## src/rtl/prgx_pkg.sv

```systemverilog
package prgx_pkg;
  localparam int INNER_W = 8;
  localparam int BASE_W  = 7;
  localparam int HIGH_W  = 4;
  localparam int OFFS_W  = 13;
  localparam int BANK_W  = HIGH_W + INNER_W;

  typedef struct packed {
    logic       ext;       // extended single-inner-bit rule
    logic       narrow;    // mode-selected window rule
    logic       wide;      // full inner page plus shifted base
    logic       useHigh;   // high base contributes (wide rule only)
    logic       hiOuter;   // base above six inner bits
    logic       passThru;  // inner page unchanged
    logic [2:0] mode;
  } strobe_t;
endpackage

```

## src/rtl/prgx_ctrl.sv

```systemverilog
module prgx_ctrl
  import prgx_pkg::*;
(
  input  logic [2:0] variant,
  input  logic [2:0] bankMode,
  input  logic       extEnable,
  output strobe_t    strb
);
  logic extVariant;
  logic narrowVariant;

  always_comb begin
    extVariant    = (variant == 3'd1) || (variant == 3'd2);
    narrowVariant = (variant == 3'd0) || (variant == 3'd2) || (variant == 3'd4);
    strb.ext      = extEnable && extVariant;
    strb.narrow   = !strb.ext && narrowVariant;
    strb.wide     = !strb.ext && ((variant == 3'd1) || (variant == 3'd3));
    strb.useHigh  = (variant == 3'd3);
    strb.hiOuter  = (variant == 3'd5);
    strb.passThru = (variant == 3'd6) || (variant == 3'd7);
    strb.mode     = bankMode;
  end

  // exactly one merge rule is chosen for every input combination
  always_comb begin
    a_r2_one_rule: assert ($countones({strb.ext, strb.narrow, strb.wide,
                                       strb.hiOuter, strb.passThru}) == 1)
      else $error("merge rule select not one-hot");
  end
endmodule

```

## src/rtl/prgx_datapath.sv

```systemverilog
module prgx_datapath
  import prgx_pkg::*;
#(
  parameter bit REG_OUT = 1'b1
) (
  input  logic                clk,
  input  logic                rstN,
  input  strobe_t             strb,
  input  logic [BASE_W-1:0]   base,
  input  logic [HIGH_W-1:0]   highBase,
  input  logic [OFFS_W-1:0]   cpuAddrLo,
  input  logic [INNER_W-1:0]  innerPage,
  output logic [BANK_W-1:0]   bankOut,
  output logic [OFFS_W-1:0]   offsetOut
);
  logic [BANK_W-1:0] b, i, h;
  logic [BANK_W-1:0] narrowBank;
  logic [BANK_W-1:0] nextBank;

  always_comb begin
    b = BANK_W'(base);
    i = BANK_W'(innerPage);
    h = strb.useHigh ? BANK_W'(highBase) : '0;
    unique case (strb.mode)
      3'd0:    narrowBank = ((b & BANK_W'('h03)) << 6) | (i & BANK_W'('h3F));
      3'd1:    narrowBank = ((b & BANK_W'('h07)) << 5) | (i & BANK_W'('h1F));
      3'd2:    narrowBank = ((b & BANK_W'('h0F)) << 4) | (i & BANK_W'('h0F));
      3'd3:    narrowBank = ((b & BANK_W'('h3F)) << 1) | (i & BANK_W'('h01));
      3'd4:    narrowBank = (((b & BANK_W'('h3F)) << 1) & BANK_W'('hFC)) | (i & BANK_W'('h03));
      3'd5:    narrowBank = ((b & BANK_W'('h3F)) << 1) | (i & BANK_W'('h07));
      default: narrowBank = i;
    endcase
    if (strb.ext)
      nextBank = ((b & BANK_W'('h7F)) << 1) | (i & BANK_W'('h01));
    else if (strb.narrow)
      nextBank = narrowBank;
    else if (strb.wide)
      nextBank = ((h & BANK_W'('h0F)) << INNER_W) | ((b & BANK_W'('h7F)) << 1) | i;
    else if (strb.hiOuter)
      nextBank = ((b & BANK_W'('h3F)) << 6) | (i & BANK_W'('h3F));
    else
      nextBank = i;
  end

  generate
    if (REG_OUT) begin : g_reg
      logic primed;
      always_ff @(posedge clk) begin
        if (!rstN) begin
          bankOut   <= '0;
          offsetOut <= '0;
          primed    <= 1'b0;
        end else begin
          bankOut   <= nextBank;
          offsetOut <= cpuAddrLo;
          primed    <= 1'b1;
        end
      end

      a_r11_offset: assert property (@(posedge clk) disable iff (!rstN)
        primed |-> offsetOut == $past(cpuAddrLo));
      a_r1_ext_low_bit: assert property (@(posedge clk) disable iff (!rstN)
        primed && $past(strb.ext) |->
          bankOut[0] == $past(innerPage[0]) && bankOut[BANK_W-1:INNER_W] == '0);
      a_r10_pass: assert property (@(posedge clk) disable iff (!rstN)
        primed && $past(strb.passThru) |-> bankOut == BANK_W'($past(innerPage)));
      a_r9_low_six: assert property (@(posedge clk) disable iff (!rstN)
        primed && $past(strb.hiOuter) |-> bankOut[5:0] == $past(innerPage[5:0]));
      a_r3_narrow_top: assert property (@(posedge clk) disable iff (!rstN)
        primed && $past(strb.narrow) |-> bankOut[BANK_W-1:INNER_W] == '0);
    end else begin : g_comb
      assign bankOut   = nextBank;
      assign offsetOut = cpuAddrLo;
      logic unusedClk;
      assign unusedClk = clk ^ rstN;
    end
  endgenerate
endmodule

```

## src/rtl/prg_outer_xlate.sv

```systemverilog
module prg_outer_xlate
  import prgx_pkg::*;
#(
  parameter bit REG_OUT = 1'b1
) (
  input  logic                clk,
  input  logic                rstN,
  input  logic [2:0]          variant,
  input  logic [2:0]          bankMode,
  input  logic [BASE_W-1:0]   base,
  input  logic [HIGH_W-1:0]   highBase,
  input  logic                extEnable,
  input  logic [OFFS_W-1:0]   cpuAddrLo,
  input  logic [INNER_W-1:0]  innerPage,
  output logic [BANK_W-1:0]   bankOut,
  output logic [OFFS_W-1:0]   offsetOut
);
  strobe_t strb;

  prgx_ctrl u_ctrl (
    .variant   (variant),
    .bankMode  (bankMode),
    .extEnable (extEnable),
    .strb      (strb)
  );

  prgx_datapath #(.REG_OUT(REG_OUT)) u_dp (
    .clk       (clk),
    .rstN      (rstN),
    .strb      (strb),
    .base      (base),
    .highBase  (highBase),
    .cpuAddrLo (cpuAddrLo),
    .innerPage (innerPage),
    .bankOut   (bankOut),
    .offsetOut (offsetOut)
  );
endmodule

```

## config.mk

```make
export PLATFORM = sky130hd
export DESIGN_NAME = prg_outer_xlate
export DESIGN_NICKNAME = d
export VERILOG_FILES = /design/src/rtl/prgx_pkg.sv /design/src/rtl/prgx_ctrl.sv /design/src/rtl/prgx_datapath.sv /design/src/rtl/prg_outer_xlate.sv
export SDC_FILE = /design/constraint.sdc
export NUM_CORES = 1
export LEC_CHECK = 0
export BUFFER_PORTS_ARGS = -buffer_cell sky130_fd_sc_hd__buf_2
export CORE_MARGIN = 2
export CORE_UTILIZATION = 40
export DETAILED_ROUTE_END_ITERATION = 10
export PLACE_DENSITY = 0.75
export SETUP_SLACK_MARGIN = 0.2
export SYNTH_ARGS = -nofsm -noshare
export SYNTH_HDL_FRONTEND = slang
export SYNTH_SLANG_ARGS = --single-unit
```

## constraint.sdc

```tcl
create_clock -name clk -period 1.55 [get_ports clk]
set_clock_uncertainty 0.2 [all_clocks]
set_input_delay 0.31 -clock clk [delete_from_list [all_inputs] [get_ports clk]]
set_output_delay 0.31 -clock clk [all_outputs]
set_load 0.05 [all_outputs]
```

* Yosys cells after proc, flatten, opt, wreduce, memory -nomap -nowiden *
Cells that the tools add are included.

operators by class
  reduce and logical (&&, ||, !) cells = 10
  bitwise logic cells = 10
  equality and inequality tests = 10
  multiplexer cells = 6

operator list
  cell                                                                    number
  12-bit one-hot mux with 6 select lines                                  1
  12-bit two-way mux                                                      4
  12-bit by 8-bit bitwise OR with 12-bit output                           2
  3-bit by 2-bit equality test with 1-bit output (second input constant)  4
  3-bit equality test (second input constant)                             4
  12-bit by 6-bit bitwise OR with 12-bit output                           1
  8-bit by 1-bit bitwise OR with 8-bit output                             1
  8-bit by 4-bit bitwise OR with 8-bit output                             1
  8-bit by 5-bit bitwise OR with 8-bit output                             1
  8-bit by 6-bit bitwise OR with 8-bit output                             1
  7-bit by 1-bit bitwise OR with 7-bit output                             1
  7-bit by 2-bit bitwise OR with 7-bit output                             1
  7-bit by 3-bit bitwise OR with 7-bit output                             1
  3-bit by 1-bit equality test with 1-bit output (second input constant)  2
  3-bit logical NOT                                                       2
  1-bit logical OR                                                        4
  4-bit two-way mux                                                       1
  1-bit logical AND                                                       3
  1-bit logical NOT                                                       1

word-level totals
  output and inout port bits = 25
  input port bits = 41
  register bits after elaboration = 25

* Longest topological paths before layout *
Gate-level depths: netlist of the first run.

  depth after elaboration = 8
  depth in mapped cells = 6
  mapped depth without buffers = 4

* By module *
From an unflattened synthesis of the first run, not the netlist that was laid out.

unflattened totals
  cells, all modules = 128
  area, all modules = 1,208.7 µm²

modules (own cells, without submodules)
  module         times used  area an instance (µm²)  cells each
  prgx_datapath  1           1,114.8                 115
  prgx_ctrl      1           93.8                    13

* Worst setup path after synthesis of the first run *
No wires, ideal clock.

  path type = input-to-reg
  start = input bankMode[1]
  end = register u_dp.bankOut[6]
  setup slack = -0.070 ns
  data arrival time = 1.301 ns
  cell stages on the path = 5
  buffers on the path = 1
  cells stage by stage = buf_6 mux4_2 nor2_1 a211oi_1 o31a_1

between the ends
  word-level cells in the longest chain between the ends = 4
  elaborated cells between the ends (all ways) = 9

ends and longest elaborated chain
  what                                               RTL line              text
  start: declaration                                 prg_outer_xlate.sv:9  input logic [2:0] bankMode,
  3-bit equality test, or another cell as far along  prgx_datapath.sv:24   unique case (strb.mode)
  12-bit one-hot mux with 6 select lines (*)         prgx_datapath.sv:24
  12-bit two-way mux (*)                             prgx_datapath.sv:35   else if (strb.narrow)
  12-bit two-way mux (*)                             prgx_datapath.sv:33   if (strb.ext)
  end signal: assignment                             prgx_datapath.sv:54   bankOut <= nextBank;
  end: declaration                                   prgx_datapath.sv:13   output logic [BANK_W-1:0] bankOut,

Mark *: on every way between the ends. The rest lies on a longest branch, timed or not.
A chain may end at the register's enable or synchronous reset.

* Worst setup path after layout of the first run *
Ends and elaborated chain as after synthesis.

==> flow_results.org, run 1 <==
** Synthesis
- Count of distinct cell types in the synthesized netlist :: 38
- Top cells by area in the synthesized netlist :: sky130_fd_sc_hd__dfxtp_1, sky130_fd_sc_hd__and2_1, sky130_fd_sc_hd__o21ai_0
- Of the synthesized area, sequential elements account for 0.399.
- After synthesis the cells add up to about 1300 um^2.
- Synthesis produced a netlist with a net count of roughly 180.
- Fraction of synthesis flops using an asynchronous set or reset pin :: 0
- In this run, synthesis produced a sequential element count of 25.
- Post-Syn Instances :: 137
- EDFF count, synth :: 0
- Among all flip-flop cells after synthesis, the most frequent one is sky130_fd_sc_hd__dfxtp_1.
- Number of warnings printed during yosys synthesis :: 0
- Averaged over all synthesized cells, the footprint is between 9 and 10 um^2.
- Share of the synthesized area in the top cell type :: 0.399
- Library cell occupying the most area in the post-synthesis netlist :: sky130_fd_sc_hd__dfxtp_1

** Critical path
- Worst path max stage delay :: 0.50 ns
- The critical path goes through buf_4, mux4_2, nor2_2, a211oi_1, o31a_1.
- Worst Setup Start Kind :: primary input
- The largest individual stage delay along the critical path comes from the cell sky130_fd_sc_hd__mux4_2.
- Data arrival, critical path :: around 1.3 ns
- The worst setup path is of the primary input to register kind.
- Kind of end point of the critical path :: register
- In this run the worst path has a maximum fanout of 4.
- STA puts the critical path data required time at about 1.6 ns.

** Timing
- The worst path meets setup with between 0.2 and 0.25 ns of slack.
- Setup violations remaining at the end of the flow were counted as 0.
- Setup TNS :: 0 ns
- The final-report hold violation count was 0.
- Worst max-slew margin expressed relative to the limit :: 0.784
- RSZ-0062 raised after global routing :: true
- Worst Max-Slew Pin Slew :: around 0.32 ns
- Of the available clock period, the critical path in the final layout requires 0.852.
- Max-slew violation total from the final report :: 0
- After layout, the minimum clock period comes to approximately 1.3 ns.
- Timing would allow up to 757 MHz.

** Clock network
- In this run the post-CTS setup repair buffer count came out at 0.
- After clock tree synthesis, the clock-pin slew on the worst setup and hold paths is approximately 0.12 ns.
- Number of buffers created by CTS :: 3
- Number of clock sinks :: 25
- Counting along the longest clock path gives a buffer depth of 2.
- In this run the number of H-tree levels came out at 1.
- TritonCTS built the clock tree.
- Clk root buf :: sky130_fd_sc_hd__clkbuf_4

** Detailed routing
- For this block, the routed nets add up to 3580 um of wire.
- The first detailed-routing pass took 6 iterations.
- Routed via count divided by cell count :: just over 5
- The detailed router finished its first iteration with 27 violations.
- Wire per inst :: ~13 um
- Across all layers, the routed design uses around 1400 vias.
- The count of nets left with antenna violations once routing finished came out at 0.
- For this run, design rule violations remaining after detail routing come to 0.

** Power and ir drop
- Overall power :: approximately 1.5 mW
- Power per Cell Area :: 721 nW/um^2
- Maximum ir drop on the vdd rail :: between 0.3 and 0.4 mV
- For this design the static power due to leakage is ~0.93 nW.

** Finish
- Layout Area Growth over Synthesis :: 67.1%
- In the final design database the tool counted around 270 nets.
- The number of antenna diodes in the final layout is 0.
- Fraction of final layout cells with drive strength greater than 1 :: 0.551
- The library cells used most frequently in the layout, excluding fill and tap cells, are sky130_fd_sc_hd__buf_2, sky130_fd_sc_hd__buf_6, sky130_fd_sc_hd__dfxtp_2.
- Most common cell after layout, fill and taps aside :: sky130_fd_sc_hd__buf_2

** Floorplanning
- Measured along the y axis, the die boundary spans around 60 um.
- Number of I/O pins :: 66
- Core Region :: approximately 3000 um^2
- Die width :: about 60 um
- Row generation in the floorplan step produced 20 rows.
- The die covers approximately 3600 um^2.
- Initial core utilization :: 0.414

** Global route
- Number of global-route vias before repair :: between 1000 and 1500
- Across every metal layer, demand over resource in global routing totals 0.189.
- Entering global routing, the biggest net connects 20 pins.
- The number of antenna violations at the first check in global routing is 0.
- The first global-routing pass estimated 5140 um of wire.
- Summed over all layers, the global routing overflow is 0.

** Hold path
- Hold WC Path Type :: primary input to register
- Worst hold path stage count :: 2

** Placement
- HPWL reported at the end of detailed placement :: approximately 2600 um
- OpenSTA, run right after detailed placement, puts the worst setup slack at -0.138 ns.
- Routability-driven placement finished with a final weighted congestion of roughly 0.91.
- Count of buffers from port buffering :: 65

** Run
- Max-cap violations in this run came to 0.

** Outcome
- Outcome :: completed
critical path, delay by kind of cell:
kind                   cells  cell delay (ns)
AO/OA/AOI/OAI              2             0.32
buffers and inverters      1             0.11
multiplexers               1             0.50
AND/OR/NAND/NOR            1             0.09
metrics by stage:
step | utilization | instances | hold WS, ns | instance area (um^2)
after floorplan | - | 137 | 0.232 | 1290
after global placement | 0.582 | 259 | 0.319 | 1760
after detailed placement | 0.582 | 259 | 0.321 | 1760
after CTS | 0.628 | 267 | 0.000262 | 1900
after global routing | 0.693 | 271 | -0.000582 | 2100
final | 0.693 | 271 | 0.0141 | 2100
flip-flops by register name, summed over array words and instances (netlist names):
register / count
u_dp.offsetOut: 13
u_dp.bankOut: 12
Yosys cell counts, types with 2 or more instances:
cell and n:
sky130_fd_sc_hd__nor2b_1 4, sky130_fd_sc_hd__clkbuf_1 2, sky130_fd_sc_hd__nand3b_1 3, sky130_fd_sc_hd__a211oi_1 5
sky130_fd_sc_hd__a21boi_0 3, sky130_fd_sc_hd__a31oi_1 2, sky130_fd_sc_hd__a211o_1 2, sky130_fd_sc_hd__nand2_1 5
sky130_fd_sc_hd__nand3b_4 2, sky130_fd_sc_hd__nor2_1 12, sky130_fd_sc_hd__buf_6 2, sky130_fd_sc_hd__inv_1 3
sky130_fd_sc_hd__a21oi_1 8, sky130_fd_sc_hd__nor3_1 2, sky130_fd_sc_hd__o21ai_0 10, sky130_fd_sc_hd__mux2i_1 2
sky130_fd_sc_hd__and2_1 15, sky130_fd_sc_hd__a22oi_1 4, sky130_fd_sc_hd__dfxtp_1 25, sky130_fd_sc_hd__buf_4 2
sky130_fd_sc_hd__nand2b_1 3, sky130_fd_sc_hd__nor4b_1 3, sky130_fd_sc_hd__o211ai_1 2, sky130_fd_sc_hd__buf_2 2
final cells by class:
| type | count | area, um^2 |
|---|---|---|
| Fill cell | 242 | 931 |
| Timing Repair Buffer | 94 | 739 |
| Multi-Input combinational cell | 101 | 737 |
| Sequential cell | 25 | 528 |
| Tap cell | 44 | 55.1 |
| Clock buffer | 4 | 26.3 |
| Inverter | 3 | 11.3 |
path summary, 6_finish.rpt:
check	from	to	slack [ns]
setup / recovery	bankMode[1]	u_dp.bankOut[6]	0.23
hold / removal	cpuAddrLo[8]	u_dp.offsetOut[8]	0.01
routing by layer:
| layer | routed length [um] | vias up | GRT usage |
|---|---|---|---|
| li1 | - | 676 | - |
| met1 | 1530 | 625 | 0.246 |
| met2 | 1720 | 62 | 0.311 |
| met3 | 281 | 4 | 0.0368 |
| met4 | 44 | 0 | 0.0667 |
| met5 | 0 | - | 0 |
cells by family after synthesis:
kind of cell / count (synthesis) / synth area share
AO/OA/AOI/OAI: 44 / 0.246
XOR/XNOR: 2 / 0.0140
buffers and inverters: 11 / 0.0528
flip-flops: 25 / 0.399
multiplexers: 3 / 0.0339
AND/OR/NAND/NOR: 52 / 0.254
report_power, final:
| part | internal [mW] | leakage [nW] | switching (mW) | total, mW |
|---|---|---|---|---|
| combinational | 0.237 | 0.706 | 0.300 | 0.537 |
| clock | 0.100 | 0.0150 | 0.168 | 0.268 |
| sequential | 0.688 | 0.214 | 0.0183 | 0.706 |
| total | 1.02 | 0.934 | 0.486 | 1.51 |
what timing repair did:
item | CTS | global route
gates resized for setup | 28 | 56
endpoints found under the setup margin | 25 | 31
hold buffers | 4 | 4
hold endpoints to repair | 4 | 4
cloned | 0 | 0
pin swaps | 0 | 5
Power figures use the tool's default switching activity.
==> run 2, diff against run 1 <==
Settings changed: PLACE_DENSITY 0.75 to 0.72.
Clock period 1.55 ns to 1.3 ns, I/O delays scaled along.
==> run 2 against run 1 <==
Power grew 32%. Sequential power grew 21%. Non-clock buffer count grew 9. Via count grew 9.0%. Utilization grew 13 points. The flow now finishes with violations (hold timing). Worst setup slack lost 0.23 ns. Clock-buffer cell count shrank 1. Cell area grew 19%. Wire length grew 36%.
==> flow_results.org, run 2 (synthesis gave the netlist of run 1 again) <==
** Critical path
- Critical path class :: register to output pin
- On the worst path, the slowest cell contributes a delay of about 0.37 ns.
- The slowest stage of the critical path belongs to the cell sky130_fd_sc_hd__dfxtp_2.
- Buf+Inv Stages, Crit Path :: 1
- Kind of end point of the critical path :: output pin
- At the worst endpoint, the required time is about 0.84 ns.
- Max Fanout on Critical Path :: 1
- Data on the critical path arrives at its endpoint at roughly 0.84 ns.
- Critical Path, Cell by Cell :: buf_8
- The worst setup path is launched from a register.
- In this design, the largest share of critical-path delay is due to flip-flops.

** Hold path
- Hold WC Path Type :: primary input to register
- The worst hold path begins at highBase[0].
- Along the worst hold path, the cell count comes to 3.
- The worst hold path terminates at u_dp.bankOut[8].

** Detailed routing
- In the routed layout, each cell is associated on average with a via count of about 5.3.
- Antenna Violating Nets Remaining :: 0
- Wire per inst :: 17.3 um
- In the routed design, unresolved DRC markers number 0.
- Number of detailed-route iterations in the first pass :: 4
- Via Count :: approximately 1500
- Detailed Route WL :: 4860 um
- Initial DRC Count :: 37

** Timing
- Number of failing hold endpoints at the final stage :: 2
- Max Clk Rate :: slightly below 800 MHz
- Tcrit/Tclk final :: 0.997
- Setup violations remaining at the end of the flow were counted as 0.
- Counting I/O delays and the setup requirement, the final critical path takes approximately 1.3 ns.
- Worst max-slew margin expressed relative to the limit :: 0.791
- Hold timing on the final database bottoms out at a slack of -0.00113 ns.
- RSZ-0062 raised after global routing :: true
- For the pin with the worst max-slew slack, the measured transition is 0.310 ns.
- Max-slew violation total from the final report :: 0

** Clock network
- Number of clock sinks :: 25
- Buffers inserted during clock tree synthesis total 3.
- TritonCTS built the clock tree.
- CTS built an H-tree with a depth of 1.
- Counting along the longest clock path gives a buffer depth of 2.
- Clock-pin slew reported for the worst setup and hold paths after clock tree synthesis :: between 0.1 and 0.15 ns
- Clk root buf :: sky130_fd_sc_hd__clkbuf_4

** Finish
- At the end of the flow, the number of nets in the layout was roughly 280.
- The register with the most flip-flops in the layout has 13 of them.
- Commonest cells after routing, fill and taps aside :: sky130_fd_sc_hd__buf_2, sky130_fd_sc_hd__buf_8, sky130_fd_sc_hd__dfxtp_2
- Number of cells in the finished layout apart from fillers :: 280
- In the final layout, the share of cells above drive strength 1 is 0.614.
- The register with the most flip-flops in the final layout is u_dp.offsetOut.
- Most common cell after layout, fill and taps aside :: sky130_fd_sc_hd__buf_2
- Registers with the most flip-flops :: u_dp.offsetOut: 13 flops, u_dp.bankOut: 12 flops
- The area growth from synthesis to layout is 98.4%.
- Number of antenna cells inserted :: 0

** Power and ir drop
- Leakage component of the power :: roughly 1.1 nW
- Summing internal, switching and leakage power gives about 2.0 mW.
- Maximum ir drop on the vdd rail :: between 0.3 and 0.4 mV
- Power spread over the standard cell area amounts to 799 nW/um^2.

** Placement
- In this run, placement finished with an instance count of approximately 260.
- Count of buffers from port buffering :: 65
- HPWL reported at the end of detailed placement :: roughly 2900 um
- At the end of routability-driven placement, the weighted congestion stood at 0.874.

** Floorplanning
- Core Region :: 3030 um^2
- The die covers between 3000 and 4000 um^2.
- Die height :: between 60 and 70 um
- In this run the core area contains 20 standard-cell rows.
- Number of I/O pins :: 66
- The die is around 60 um wide.
- For this configuration, the core starts out at a cell density of 0.414.

** Outcome
- The flow ran to the end, but the final reports show violations.
- The checks that failed: hold timing.

** Global route
- GRT overflow :: 0
- The first global-routing pass estimated ~7000 um of wire.
- The number of antenna violations at the first check in global routing is 0.
- All-layer global routing usage :: 0.266
- Pin count of the biggest net entering global routing :: 20
- Number of global-route vias before repair :: approximately 1500

** Run
- Across the run, the number of max-cap violations was 0.
-- run 2: power breakdown --
| part | total (mW) | switching, mW | leakage (nW) | internal [mW] |
|---|---|---|---|---|
| Combinational | 0.799 | 0.418 | 0.844 | 0.381 |
| Sequential | 0.854 | 0.0317 | 0.215 | 0.822 |
| Clock | 0.338 | 0.223 | 0.0177 | 0.115 |
| Total | 1.99 | 0.672 | 1.08 | 1.32 |
-- run 2: cell type report --
cell class	instances	area [um^2]
Fill cell	176	538
Timing Repair Buffer	103	987
Multi-Input combinational cell	101	877
Clock buffer	3	22.5
Inverter	3	11.3
Clock inverter	1	5.00
Tap cell	44	55.1
Sequential cell	25	532
-- run 2: what timing repair did --
item                                   in CTS  in global routing
hold buffers                               15                  0
endpoints found under the hold margin      18                  0
resized for setup                         111                 43
setup endpoints to repair                  32                 32
pin swaps                                  15                  7
buffers inserted                            4                  0
-- run 2: worst max path at each step --
| stage | from | end | slack, ns | cells after the start |
|---|---|---|---|---|
| floorplan | bankMode[1] | u_dp.bankOut[6] | -0.26 | 5 |
| global placement | bankMode[1] | u_dp.bankOut[6] | -0.31 | 5 |
| detailed placement | bankMode[1] | u_dp.bankOut[5] | -0.36 | 6 |
| CTS | u_dp.bankOut[5] | bankOut[5] | 0.01 | 1 |
| global route | u_dp.bankOut[5] | bankOut[5] | -0.03 | 1 |
| finish | u_dp.bankOut[5] | bankOut[5] | 0.004 | 1 |
-- run 2: metal layers --
layer	vias up	wire [um]	track usage
met1	714	1810	0.288
met5	-	0	0
li1	694	-	-
met2	70	2680	0.509
met3	12	249	0.0281
met4	0	112	0.117
-- run 2: metrics by stage --
| stage | setup slack [ns] | util | cell area [um^2] | TNS (ns) |
|---|---|---|---|---|
| after floorplan | -0.259 | - | 1320 | -0.480 |
| after global placement | -0.309 | 0.587 | 1780 | -1.71 |
| after detailed placement | -0.361 | 0.587 | 1780 | -2.14 |
| after CTS | 0.0114 | 0.764 | 2310 | 0 |
| after global routing | -0.0284 | 0.822 | 2490 | -0.0739 |
| final | 0.00444 | 0.822 | 2490 | 0 |
